==> config.mk <==
export PLATFORM = sky130hd
export DESIGN_NAME = isdn_te_act_ctrl
export DESIGN_NICKNAME = d
export VERILOG_FILES = /design/src/rtl/isdn_l1_pkg.sv /design/src/rtl/l1_t3_timer.sv /design/src/rtl/l1_act_fsm.sv /design/src/rtl/l1_out_decode.sv /design/src/rtl/l1_ind_reg.sv /design/src/rtl/isdn_te_act_ctrl.sv
export SDC_FILE = /design/constraint.sdc
export NUM_CORES = 1
export LEC_CHECK = 0
export BUFFER_PORTS_ARGS = -buffer_cell sky130_fd_sc_hd__clkbuf_2
export CORE_ASPECT_RATIO = 0.6
export CORE_MARGIN = 2
export CORE_UTILIZATION = 45
export CTS_CLUSTER_DIAMETER = 60
export DETAILED_ROUTE_END_ITERATION = 8
export PLACE_DENSITY = 0.74
export RECOVER_POWER = 50
export SLEW_MARGIN = 10
export SYNTH_ARGS = -nofsm -noshare
export SYNTH_HDL_FRONTEND = slang
export SYNTH_HIERARCHICAL = 1
export SYNTH_SLANG_ARGS = --single-unit
export TNS_END_PERCENT = 5
==> constraint.sdc <==
create_clock -name clk -period 4.2 [get_ports clk]
set_clock_uncertainty 0.1 [all_clocks]
set_input_delay 0.63 -clock clk [delete_from_list [all_inputs] [get_ports clk]]
set_output_delay 0.63 -clock clk [all_outputs]
set_load 0.01 [all_outputs]
==> src/rtl/isdn_l1_pkg.sv <==
package isdn_l1_pkg;

   localparam int CMD_W = 4;
   localparam int IND_W = 4;
   localparam int TX_W  = 3;
   localparam int RX_W  = 2;

   typedef enum logic [3:0] {
      ST_F3    = 4'd3,
      ST_F4    = 4'd4,
      ST_F5    = 4'd5,
      ST_F6    = 4'd6,
      ST_F7    = 4'd7,
      ST_F8    = 4'd8,
      ST_TCONT = 4'd10,
      ST_TISO  = 4'd11,
      ST_TLOOP = 4'd12
   } l1_state_e;

   // host commands
   localparam logic [CMD_W-1:0] CMD_DEACT = 4'h0;
   localparam logic [CMD_W-1:0] CMD_RESET = 4'h1;
   localparam logic [CMD_W-1:0] CMD_TCONT = 4'h4;
   localparam logic [CMD_W-1:0] CMD_TISO  = 4'h5;
   localparam logic [CMD_W-1:0] CMD_TLOOP = 4'h6;
   localparam logic [CMD_W-1:0] CMD_ACT8  = 4'h8;
   localparam logic [CMD_W-1:0] CMD_ACT10 = 4'h9;
   localparam logic [CMD_W-1:0] CMD_CLKEN = 4'hC;

   // decoded line signals
   localparam logic [RX_W-1:0] RX_INFO0 = 2'd0;
   localparam logic [RX_W-1:0] RX_OTHER = 2'd1;
   localparam logic [RX_W-1:0] RX_INFO2 = 2'd2;
   localparam logic [RX_W-1:0] RX_INFO4 = 2'd3;

   // transmit selections
   localparam logic [TX_W-1:0] TX_INFO0 = 3'd0;
   localparam logic [TX_W-1:0] TX_INFO1 = 3'd1;
   localparam logic [TX_W-1:0] TX_INFO3 = 3'd3;
   localparam logic [TX_W-1:0] TX_PCONT = 3'd5;
   localparam logic [TX_W-1:0] TX_PISO  = 3'd6;

   // host indications
   localparam logic [IND_W-1:0] IND_IDLE   = 4'hF;
   localparam logic [IND_W-1:0] IND_CLKRDY = 4'h7;
   localparam logic [IND_W-1:0] IND_WAIT   = 4'h1;
   localparam logic [IND_W-1:0] IND_DET    = 4'h2;
   localparam logic [IND_W-1:0] IND_LOF    = 4'h3;
   localparam logic [IND_W-1:0] IND_SYNC   = 4'h4;
   localparam logic [IND_W-1:0] IND_ACT8   = 4'h8;
   localparam logic [IND_W-1:0] IND_ACT10  = 4'hA;
   localparam logic [IND_W-1:0] IND_TEST   = 4'hC;

   function automatic logic is_test_cmd(input logic [CMD_W-1:0] c);
      return (c == CMD_TCONT) || (c == CMD_TISO) || (c == CMD_TLOOP);
   endfunction

   function automatic logic is_test_state(input l1_state_e s);
      return (s == ST_TCONT) || (s == ST_TISO) || (s == ST_TLOOP);
   endfunction

endpackage

==> src/rtl/l1_t3_timer.sv <==
module l1_t3_timer #(
   parameter int T3_TICKS = 8
) (
   input  logic clk,
   input  logic rst_n,
   input  logic run,
   input  logic tick,
   output logic expire
);

   generate
      if (T3_TICKS < 1) begin : g_bad_param
         $error("l1_t3_timer: T3_TICKS must be at least 1");
      end

      if (T3_TICKS == 1) begin : g_single
         assign expire = run & tick;
      end else begin : g_count
         localparam int CNT_W = $clog2(T3_TICKS);
         localparam logic [CNT_W-1:0] LAST = CNT_W'(T3_TICKS - 1);
         logic [CNT_W-1:0] cnt_q;

         assign expire = run & tick & (cnt_q == LAST);

         always_ff @(posedge clk or negedge rst_n) begin
            if (!rst_n)
               cnt_q <= '0;
            else if (!run || expire)
               cnt_q <= '0;
            else if (tick)
               cnt_q <= cnt_q + CNT_W'(1);
         end


         t3_range_chk: assert property (@(posedge clk) disable iff (!rst_n)
            cnt_q <= LAST);
      end
   endgenerate

endmodule

==> src/rtl/l1_act_fsm.sv <==
module l1_act_fsm
   import isdn_l1_pkg::*;
(
   input  logic             clk,
   input  logic             rst_n,
   input  logic [CMD_W-1:0] cmd,
   input  logic [RX_W-1:0]  rx_sig,
   input  logic             rx_lof,
   input  logic             t3_expire,
   output l1_state_e        state_q,
   output logic             prio10_q,
   output logic             t3_run
);

   l1_state_e state_d;
   logic      in_test;
   logic      sig_present;

   assign sig_present = (rx_sig != RX_INFO0);
   assign in_test     = is_test_state(state_q);
   assign t3_run      = (state_q == ST_F4) || (state_q == ST_F5) || (state_q == ST_F6);

   always_comb begin
      state_d = state_q;
      if (cmd == CMD_RESET) begin
         state_d = ST_F3;
      end else begin
         unique case (state_q)
            ST_F3: begin
               if (cmd == CMD_TCONT)                           state_d = ST_TCONT;
               else if (cmd == CMD_TISO)                       state_d = ST_TISO;
               else if (cmd == CMD_TLOOP)                      state_d = ST_TLOOP;
               else if (sig_present)                           state_d = ST_F5;
               else if (cmd == CMD_ACT8 || cmd == CMD_ACT10)   state_d = ST_F4;
            end
            ST_F4: begin
               if (cmd == CMD_DEACT || t3_expire)              state_d = ST_F3;
               else if (sig_present)                           state_d = ST_F5;
            end
            ST_F5: begin
               if (t3_expire || !sig_present)                  state_d = ST_F3;
               else if (rx_sig == RX_INFO2)                    state_d = ST_F6;
               else if (rx_sig == RX_INFO4)                    state_d = ST_F7;
            end
            ST_F6: begin
               if (t3_expire || !sig_present)                  state_d = ST_F3;
               else if (rx_lof)                                state_d = ST_F8;
               else if (rx_sig == RX_INFO4)                    state_d = ST_F7;
            end
            ST_F7: begin
               if (!sig_present)                               state_d = ST_F3;
               else if (rx_lof)                                state_d = ST_F8;
               else if (rx_sig == RX_INFO2)                    state_d = ST_F6;
            end
            ST_F8: begin
               if (!sig_present)                               state_d = ST_F3;
               else if (!rx_lof && rx_sig == RX_INFO2)         state_d = ST_F6;
               else if (!rx_lof && rx_sig == RX_INFO4)         state_d = ST_F7;
            end
            default: begin
               if (cmd == CMD_DEACT || cmd == CMD_CLKEN)       state_d = ST_F3;
            end
         endcase
      end
   end

   always_ff @(posedge clk or negedge rst_n) begin
      if (!rst_n) begin
         state_q  <= ST_F3;
         prio10_q <= 1'b0;
      end else begin
         state_q <= state_d;
         if (state_q == ST_F3 && (cmd == CMD_ACT8 || cmd == CMD_ACT10))
            prio10_q <= (cmd == CMD_ACT10);
      end
   end


   reset_cmd_chk: assert property (@(posedge clk) disable iff (!rst_n)
      cmd == CMD_RESET |=> state_q == ST_F3);


   t3_fallback_chk: assert property (@(posedge clk) disable iff (!rst_n)
      t3_expire |=> state_q == ST_F3);


   line_wake_chk: assert property (@(posedge clk) disable iff (!rst_n)
      (state_q == ST_F3 && sig_present && cmd != CMD_RESET && !is_test_cmd(cmd))
      |=> state_q == ST_F5);


   test_entry_chk: assert property (@(posedge clk) disable iff (!rst_n)
      $rose(in_test) |-> $past(state_q) == ST_F3);

endmodule

==> src/rtl/l1_out_decode.sv <==
module l1_out_decode
   import isdn_l1_pkg::*;
(
   input  l1_state_e        state,
   input  logic [CMD_W-1:0] cmd,
   input  logic             prio10,
   output logic [TX_W-1:0]  tx_info,
   output logic [IND_W-1:0] ind_next,
   output logic             activated
);

   assign activated = (state == ST_F7);

   always_comb begin
      tx_info  = TX_INFO0;
      ind_next = IND_IDLE;
      unique case (state)
         ST_F3: begin
            tx_info  = TX_INFO0;
            ind_next = (cmd == CMD_CLKEN) ? IND_CLKRDY : IND_IDLE;
         end
         ST_F4: begin
            tx_info  = TX_INFO1;
            ind_next = IND_WAIT;
         end
         ST_F5: begin
            tx_info  = TX_INFO0;
            ind_next = IND_DET;
         end
         ST_F6: begin
            tx_info  = TX_INFO3;
            ind_next = IND_SYNC;
         end
         ST_F7: begin
            tx_info  = TX_INFO3;
            ind_next = prio10 ? IND_ACT10 : IND_ACT8;
         end
         ST_F8: begin
            tx_info  = TX_INFO0;
            ind_next = IND_LOF;
         end
         ST_TCONT: begin
            tx_info  = TX_PCONT;
            ind_next = IND_TEST;
         end
         ST_TISO: begin
            tx_info  = TX_PISO;
            ind_next = IND_TEST;
         end
         ST_TLOOP: begin
            tx_info  = TX_INFO3;
            ind_next = IND_TEST;
         end
         default: begin
            tx_info  = TX_INFO0;
            ind_next = IND_IDLE;
         end
      endcase
   end

endmodule

==> src/rtl/l1_ind_reg.sv <==
module l1_ind_reg
   import isdn_l1_pkg::*;
(
   input  logic             clk,
   input  logic             rst_n,
   input  logic [IND_W-1:0] ind_next,
   output logic [IND_W-1:0] ind_q,
   output logic             stb_q
);

   always_ff @(posedge clk or negedge rst_n) begin
      if (!rst_n) begin
         ind_q <= IND_IDLE;
         stb_q <= 1'b0;
      end else begin
         stb_q <= (ind_next != ind_q);
         ind_q <= ind_next;
      end
   end


   stb_marks_change_chk: assert property (@(posedge clk) disable iff (!rst_n)
      stb_q |-> ind_q != $past(ind_q));


   hold_without_stb_chk: assert property (@(posedge clk) disable iff (!rst_n)
      !stb_q |-> $stable(ind_q));

endmodule

==> src/rtl/isdn_te_act_ctrl.sv <==
module isdn_te_act_ctrl
   import isdn_l1_pkg::*;
#(
   parameter int T3_TICKS = 8
) (
   input  logic             clk,
   input  logic             rst_n,
   input  logic [CMD_W-1:0] host_cmd,
   input  logic [RX_W-1:0]  rx_sig,
   input  logic             rx_lof,
   input  logic             t3_tick,
   output logic [TX_W-1:0]  tx_info,
   output logic [IND_W-1:0] ind_code,
   output logic             ind_stb,
   output logic             activated
);

   l1_state_e        state;
   logic             prio10;
   logic             t3_run;
   logic             t3_expire;
   logic [IND_W-1:0] ind_next;

   l1_t3_timer #(.T3_TICKS(T3_TICKS)) u_t3 (
      .clk    (clk),
      .rst_n  (rst_n),
      .run    (t3_run),
      .tick   (t3_tick),
      .expire (t3_expire)
   );

   l1_act_fsm u_fsm (
      .clk       (clk),
      .rst_n     (rst_n),
      .cmd       (host_cmd),
      .rx_sig    (rx_sig),
      .rx_lof    (rx_lof),
      .t3_expire (t3_expire),
      .state_q   (state),
      .prio10_q  (prio10),
      .t3_run    (t3_run)
   );

   l1_out_decode u_dec (
      .state     (state),
      .cmd       (host_cmd),
      .prio10    (prio10),
      .tx_info   (tx_info),
      .ind_next  (ind_next),
      .activated (activated)
   );

   l1_ind_reg u_ind (
      .clk      (clk),
      .rst_n    (rst_n),
      .ind_next (ind_next),
      .ind_q    (ind_code),
      .stb_q    (ind_stb)
   );


   act_needs_info4_chk: assert property (@(posedge clk) disable iff (!rst_n)
      $rose(activated) |-> $past(rx_sig) == RX_INFO4);


   lof_drop_chk: assert property (@(posedge clk) disable iff (!rst_n)
      (activated && rx_lof && rx_sig != RX_INFO0 && host_cmd != CMD_RESET)
      |=> (!activated && tx_info == TX_INFO0));

endmodule

==> flow_metrics.tcl, run 1 <==
set metrics [dict create \
    final_nets 167 \
    drt-initial-drc-count 197 \
    r2r_slack_ns 1.29 \
    relSlewSlack 0.545 \
    fp.dieW_um 69.9 \
    crit_cells 9 \
    synth_edf_count 0 \
    rsz0062_at_grt "false" \
    cap_viol_max_count 0 \
    dp.cells 182 \
    yosysWarnings 6 \
    synthTopCellsByArea "dfrtp_1 (15%), dfstp_2 (13%), a21oi_1 (4.7%)" \
    setup_violations 0 \
    io_pins 19 \
    final_core_util 0.528 \
    grt_overflow 0 \
    clockRootBuffer "clkbuf_8" \
    crit_buf_inv 0 \
    die_y_um 43.6 \
    vdd_ir_drop_max_uv 275 \
    rr_startpoint "u_fsm/state_q[2]$_DFFE_PN0P_" \
    cts_tree "built" \
    post_drt_wl_per_cell_um 16.1 \
    arrival_ns 2.98 \
    intPower_w 0.000490 \
    r2r-end "u_fsm/state_q[0]$_DFFE_PN1P_" \
    drive_gt1_frac 0.227 \
    fp.coreArea_um2 2490 \
    synth_top_area_frac 0.149 \
    dp_hpwl_mm 2.21 \
    cts_resized 0 \
    p_clk_frac 0.124 \
    leakagePower_nw 0.537 \
    yosysTopAreaCell "dfrtp_1" \
    antenna_found_initial 0 \
    vias_per_cell 6.20 \
    final-instance-count-excl-fill 186 \
    ant_nets 0 \
    cts_hold_buffers 0 \
    post-cts-setup-buffer-count 0 \
    first_global_vias 1012 \
    dieArea_um2 3050 \
    finalCritPeriodShare 0.692 \
    maxSlewViolCount 0 \
    hp-class "input port to asynchronous set/reset pin" \
    p_total_w 0.000906 \
    switching_share 0.459 \
    critPathMaxFanout 19 \
    cp.required_ns 4.27 \
    cp_top_family "simple AND/OR/NAND/NOR gates" \
    synth_seq_cells 13 \
    drtPass1Iterations 4 \
    crit_path_cell_trace "nand2b_1, a21oi_1, and3_1, nor3_1, and4_4, a21oi_2, o211ai_1, nor2b_4, mux2_4" \
    worst_pin_slew_ns 0.683 \
    final-hold-violation-count 0 \
    pwr-share-comb 0.552 \
    cts.clk_slew.worst_paths_ns 0.06 \
    layout_commonest_cell "clkbuf_2" \
    synth_xor_area_frac 0.0299 \
    syn_area_per_cell_um2 8.44 \
    wl_mm 2.99 \
    diodes 0 \
    synthArstFlopShare 1.00 \
    synth.net_count 151 \
    synth_compound_area_frac 0.274 \
    cts_sinks 13 \
    seq_power_share 0.325 \
    cp_slowest_cell "dfrtp_1" \
    grtUsageTotal 0.196 \
    crit_path_end_kind "flop" \
    netlist_area_um2 1170 \
    fin_crit_ns 2.91 \
    r2r_cells 9 \
    synth-simple-area-share 0.313 \
    h-tree-depth 1 \
    port-buffer-count 18 \
    synth_top_family_by_area "simple AND/OR/NAND/NOR gates" \
    grt_first_pass_wirelength_mm 4.70 \
    grt_max_degree 25 \
    clk_latency_ns 0.25 \
    synthAdderAreaFrac 0.0213 \
    fmax_ghz 0.344 \
    clock_path_buffers 2 \
    worstSetupStartpointType "flop" \
    rows 14 \
    start_util 0.472 \
    synth_ff_type "dfrtp_1" \
    most-common-layout-cells "clkbuf_2 (14), nand2_1 (12), nor2_1 (12)" \
    gp_congestion 0.938 \
    route.detailed.drc 0 \
    syn_inst 139 \
    fin_tns_setup_ns 0 \
    vias 1153 \
    p_switching_w 0.000416 \
    synth_mux_area_frac 0.0437 \
    status "completed" \
    max_stage_delay_ns 0.70 \
    seq_area_frac_synth 0.284 \
    cts_made_buffers 3 \
    power_density_nw_per_um2 691 \
    critPathKind "flop to flop" \
    area_growth_pct 11.8 \
    ys_types 50 \
]
[sequential cells by signal (all words and copies together) (netlist names)]
register            count
u_ind/stb_q             1
u_t3/g_count.cnt_q      3
u_ind/ind_q             4
u_fsm/prio10_q          1
u_fsm/state_q           4
[synth_stat cells (3+ instances only)]
| cell type | number |
|---|---|
| o2bb2ai_1 | 4 |
| xnor2_1 | 4 |
| nor2b_1 | 6 |
| and3_1 | 3 |
| nor3_1 | 3 |
| nand2_1 | 12 |
| nor3b_1 | 3 |
| dfrtp_1 | 7 |
| o21ai_0 | 7 |
| a21oi_1 | 11 |
| nand2b_1 | 6 |
| nor2_1 | 12 |
| dfstp_2 | 6 |
| a22oi_1 | 3 |
| buf_2 | 5 |
[final cells by class]
cell class | count | area (um2)
fillers | 238 | 1170
multi-input cells | 117 | 801
flip-flops and latches | 13 | 333
repair buffers | 18 | 85.1
clock buffers | 3 | 41.3
well taps | 32 | 40.0
inverters | 2 | 7.51
clock inverters | 1 | 5.00
[metal layers]
| metal | share of wire | vias to the layer above | GRT usage | routed length (um) |
|---|---|---|---|---|
| met3 | 0.084 | 2 | 0.0488 | 251 |
| met2 | 0.44 | 54 | 0.303 | 1320 |
| met4 | 0.0027 | 0 | 0.0231 | 8 |
| met1 | 0.47 | 541 | 0.289 | 1410 |
| li1 | - | 556 | - | - |
| met5 | 0 | - | 0 | 0 |
[how the worst max path moves through the flow]
stage / startpoint / endpoint / slack [ns]
final: u_fsm/state_q[2]$_DFFE_PN0P_ / u_fsm/state_q[0]$_DFFE_PN1P_ / 1.29
after global routing: u_fsm/state_q[2]$_DFFE_PN0P_ / u_fsm/state_q[0]$_DFFE_PN1P_ / 1.14
after CTS: u_fsm/state_q[2]$_DFFE_PN0P_ / u_fsm/state_q[0]$_DFFE_PN1P_ / 1.36
after detailed placement: u_fsm/state_q[2]$_DFFE_PN0P_ / u_fsm/state_q[0]$_DFFE_PN1P_ / 1.37
after global placement: u_fsm/state_q[2]$_DFFE_PN0P_ / u_fsm/state_q[0]$_DFFE_PN1P_ / 1.54
after floorplan: u_fsm/state_q[2]$_DFFE_PN0P_ / u_fsm/state_q[0]$_DFFE_PN1P_ / 1.79
[logic make-up after synthesis]
| kind of cell | Yosys count |
|---|---|
| xor+xnor | 4 |
| compound gates | 46 |
| flops | 13 |
| fa+ha+maj | 2 |
| simple gates | 61 |
| buf+inv | 9 |
| mux | 4 |
[power by group through the flow]
| stage | sequential, W | clock, W | combinational (W) |
|---|---|---|---|
| 3_3_place_gp | 0.000285 | 0 | 0.000491 |
| 2_1_floorplan | 0.000236 | 0 | 0.000431 |
| 4_1_cts | 0.000292 | 0.000115 | 0.000496 |
| 5_1_grt | 0.000304 | 0.000122 | 0.000547 |
| 6_report | 0.000294 | 0.000112 | 0.000500 |
| 3_5_place_dp | 0.000295 | 0 | 0.000493 |
[per-stage QoR]
step	instance area, um2	hold slack, ns	setup slack [ns]
after CTS	1320	0.176	1.36
after detailed placement	1270	0.395	1.37
final	1310	0.295	1.29
after global routing	1310	0.350	1.14
after floorplan	1170	0.234	1.79
after global placement	1270	0.384	1.54
Power figures use the tool's default switching activity.
==> run 2, diff against run 1 <==
==> constraint.sdc (replaced) <==
create_clock -name clk -period 3 [get_ports clk]
set_clock_uncertainty 0.1 [all_clocks]
set_input_delay 0.45 -clock clk [delete_from_list [all_inputs] [get_ports clk]]
set_output_delay 0.45 -clock clk [all_outputs]
set_load 0.01 [all_outputs]
==> run 2 against run 1 <==
Combinational power up 65%. Worst hold slack better by 0.025 ns. Power up 43%. Sequential cell count unchanged. Clock power up 36%. Count of clock-buffer cells in the layout up 1. Global-route usage up 0.66 points. Routed wire length down 2.9%. Sequential power up 9.2%. Core utilization up 1.3 points. First-iteration DRC count down 36%. Critical path depth down 1. Critical endpoint is now u_fsm/state_q[1]$_DFFE_PN1P_. Highest routed layer unchanged.
==> flow_metrics.tcl, run 2 (synthesis results as in run 1) <==
set metrics [dict create \
    status "completed" \
    post-place-ws_ns 0.437 \
    grt_overflow 0 \
    reg_top3 "u_fsm/state_q x4, u_ind/ind_q x4, u_t3/g_count.cnt_q x3" \
    final-hold-violation-count 0 \
    whs_ns 0.319 \
    crit_path_end_kind "flop" \
    ant_nets 0 \
    die_y_um 43.6 \
    holdCritStartpoint "t3_tick" \
    setup_violations 0 \
    rsz0062_at_grt "false" \
    critPathKind "flop to flop" \
    route.detailed.drc 0 \
    rows 14 \
    drive_gt1_frac 0.241 \
    grt_max_degree 24 \
    clk_latency_ns 0.24 \
    grtUsageTotal 0.203 \
    rr_startpoint "u_fsm/state_q[0]$_DFFE_PN1P_" \
    post_drt_wl_per_cell_um 15.3 \
    max_stage_delay_ns 0.72 \
    cts_tree "built" \
    wl_mm 2.90 \
    dieArea_um2 3050 \
    crit_path_cell_trace "a21oi_1, and3_1, nor3_1, and4_4, a21oi_2, o211ai_1, nor2b_4, mux2_4" \
    cap_viol_max_count 0 \
    leakagePower_nw 0.555 \
    fill_cells 237 \
    fmax_ghz 0.380 \
    cts.clk_slew.worst_paths_ns 0.05 \
    area_growth_pct 14.5 \
    wl_met1_mm 1.41 \
    top_layer "met4" \
    clockRootBuffer "clkbuf_8" \
    final-seq-area_um2 333 \
    clock_path_buffers 2 \
    fp.coreArea_um2 2490 \
    port-buffer-count 18 \
    critPathMaxFanout 17 \
    cts_made_buffers 3 \
    io_pins 19 \
    post-cts-setup-buffer-count 0 \
    diodes 0 \
    wl_met2_mm 1.19 \
    relSlewSlack 0.557 \
    power_density_nw_per_um2 966 \
    gp_congestion 1.02 \
    fin_ws_ns 0.366 \
    start_util 0.472 \
    layout_commonest_cell "clkbuf_2" \
    multi_input_area_um2 801 \
    worst_pin_slew_ns 0.664 \
    cp.required_ns 3.07 \
    hp-class "input port to flop" \
    final_nets 171 \
    crit_start "u_fsm/state_q[0]$_DFFE_PN1P_" \
    maxSlewViolCount 0 \
    fp.dieW_um 69.9 \
    cp_slowest_cell "dfstp_2" \
    arrival_ns 2.70 \
    finalCritPeriodShare 0.878 \
    drtPass1Iterations 4 \
    dp_hpwl_mm 2.24 \
    vias 1175 \
    cp_top_family "simple AND/OR/NAND/NOR gates" \
    cts_sinks 13 \
    cts_resized 0 \
    most-common-layout-cells "clkbuf_2 (14), nand2_1 (12), nor2_1 (12)" \
    antenna_found_initial 0 \
    vdd_ir_drop_max_uv 312 \
    worstSetupStartpointType "flop" \
    grt_first_pass_wirelength_mm 4.91 \
    vias_per_cell 6.18 \
    drt-initial-drc-count 127 \
    final_core_util 0.540 \
    fin_tns_setup_ns 0 \
    met3_length_um 273 \
    p_total_w 0.00130 \
    cts_hold_buffers 1 \
    h-tree-depth 1 \
    crit_buf_inv 0 \
    fin_crit_ns 2.63 \
    first_global_vias 1040 \
]
-- run 2: cell count changes in the layout (fill, tap and decap cells not counted) --
cell           delta
dlygate4sd3_1     +1
clkbuf_1          +1
dfstp_2           +1
buf_4             +3
dfstp_1           -1
clkinv_2          -1
-- run 2: final timing paths --
kind	endpoint	slack, ns	cells past startpoint
max	u_fsm/state_q[1]$_DFFE_PN1P_	0.37	8
min	u_t3/g_count.cnt_q[0]$_DFFE_PN0P_	0.32	2
max reg2reg	u_fsm/state_q[1]$_DFFE_PN1P_	0.37	8
min reg2reg	u_t3/g_count.cnt_q[1]$_DFFE_PN0P_	0.41	1
max in group asynchronous	u_fsm/state_q[3]$_DFFE_PN0P_	1.71	2
min in group asynchronous	u_ind/stb_q$_DFF_PN0_	0.66	2
-- run 2: layer usage --
layer	vias to the layer above	global-route usage
met1	543	0.318
met4	0	0.0346
met3	5	0.0558
met5	-	0
met2	62	0.278
li1	565	-
-- run 2: where the power goes --
group / switching (W) / internal [W]
logic: 0.000467 / 0.000358
clock network: 0.0000588 / 0.0000936
registers: 0.0000573 / 0.000263
-- run 2: stage by stage --
step / instances / area [um2]
floorplan: 139 / 1170
global placement: 185 / 1290
detailed placement: 185 / 1290
CTS: 190 / 1350
global route: 190 / 1340
finish: 190 / 1340
-- run 2: cell type report --
cell class,count,area share
clock buffers,4,0.0335
repair buffers,22,0.0875
flip-flops and latches,13,0.248
inverters,2,0.00559
multi-input cells,117,0.596
well taps,32,0.0298
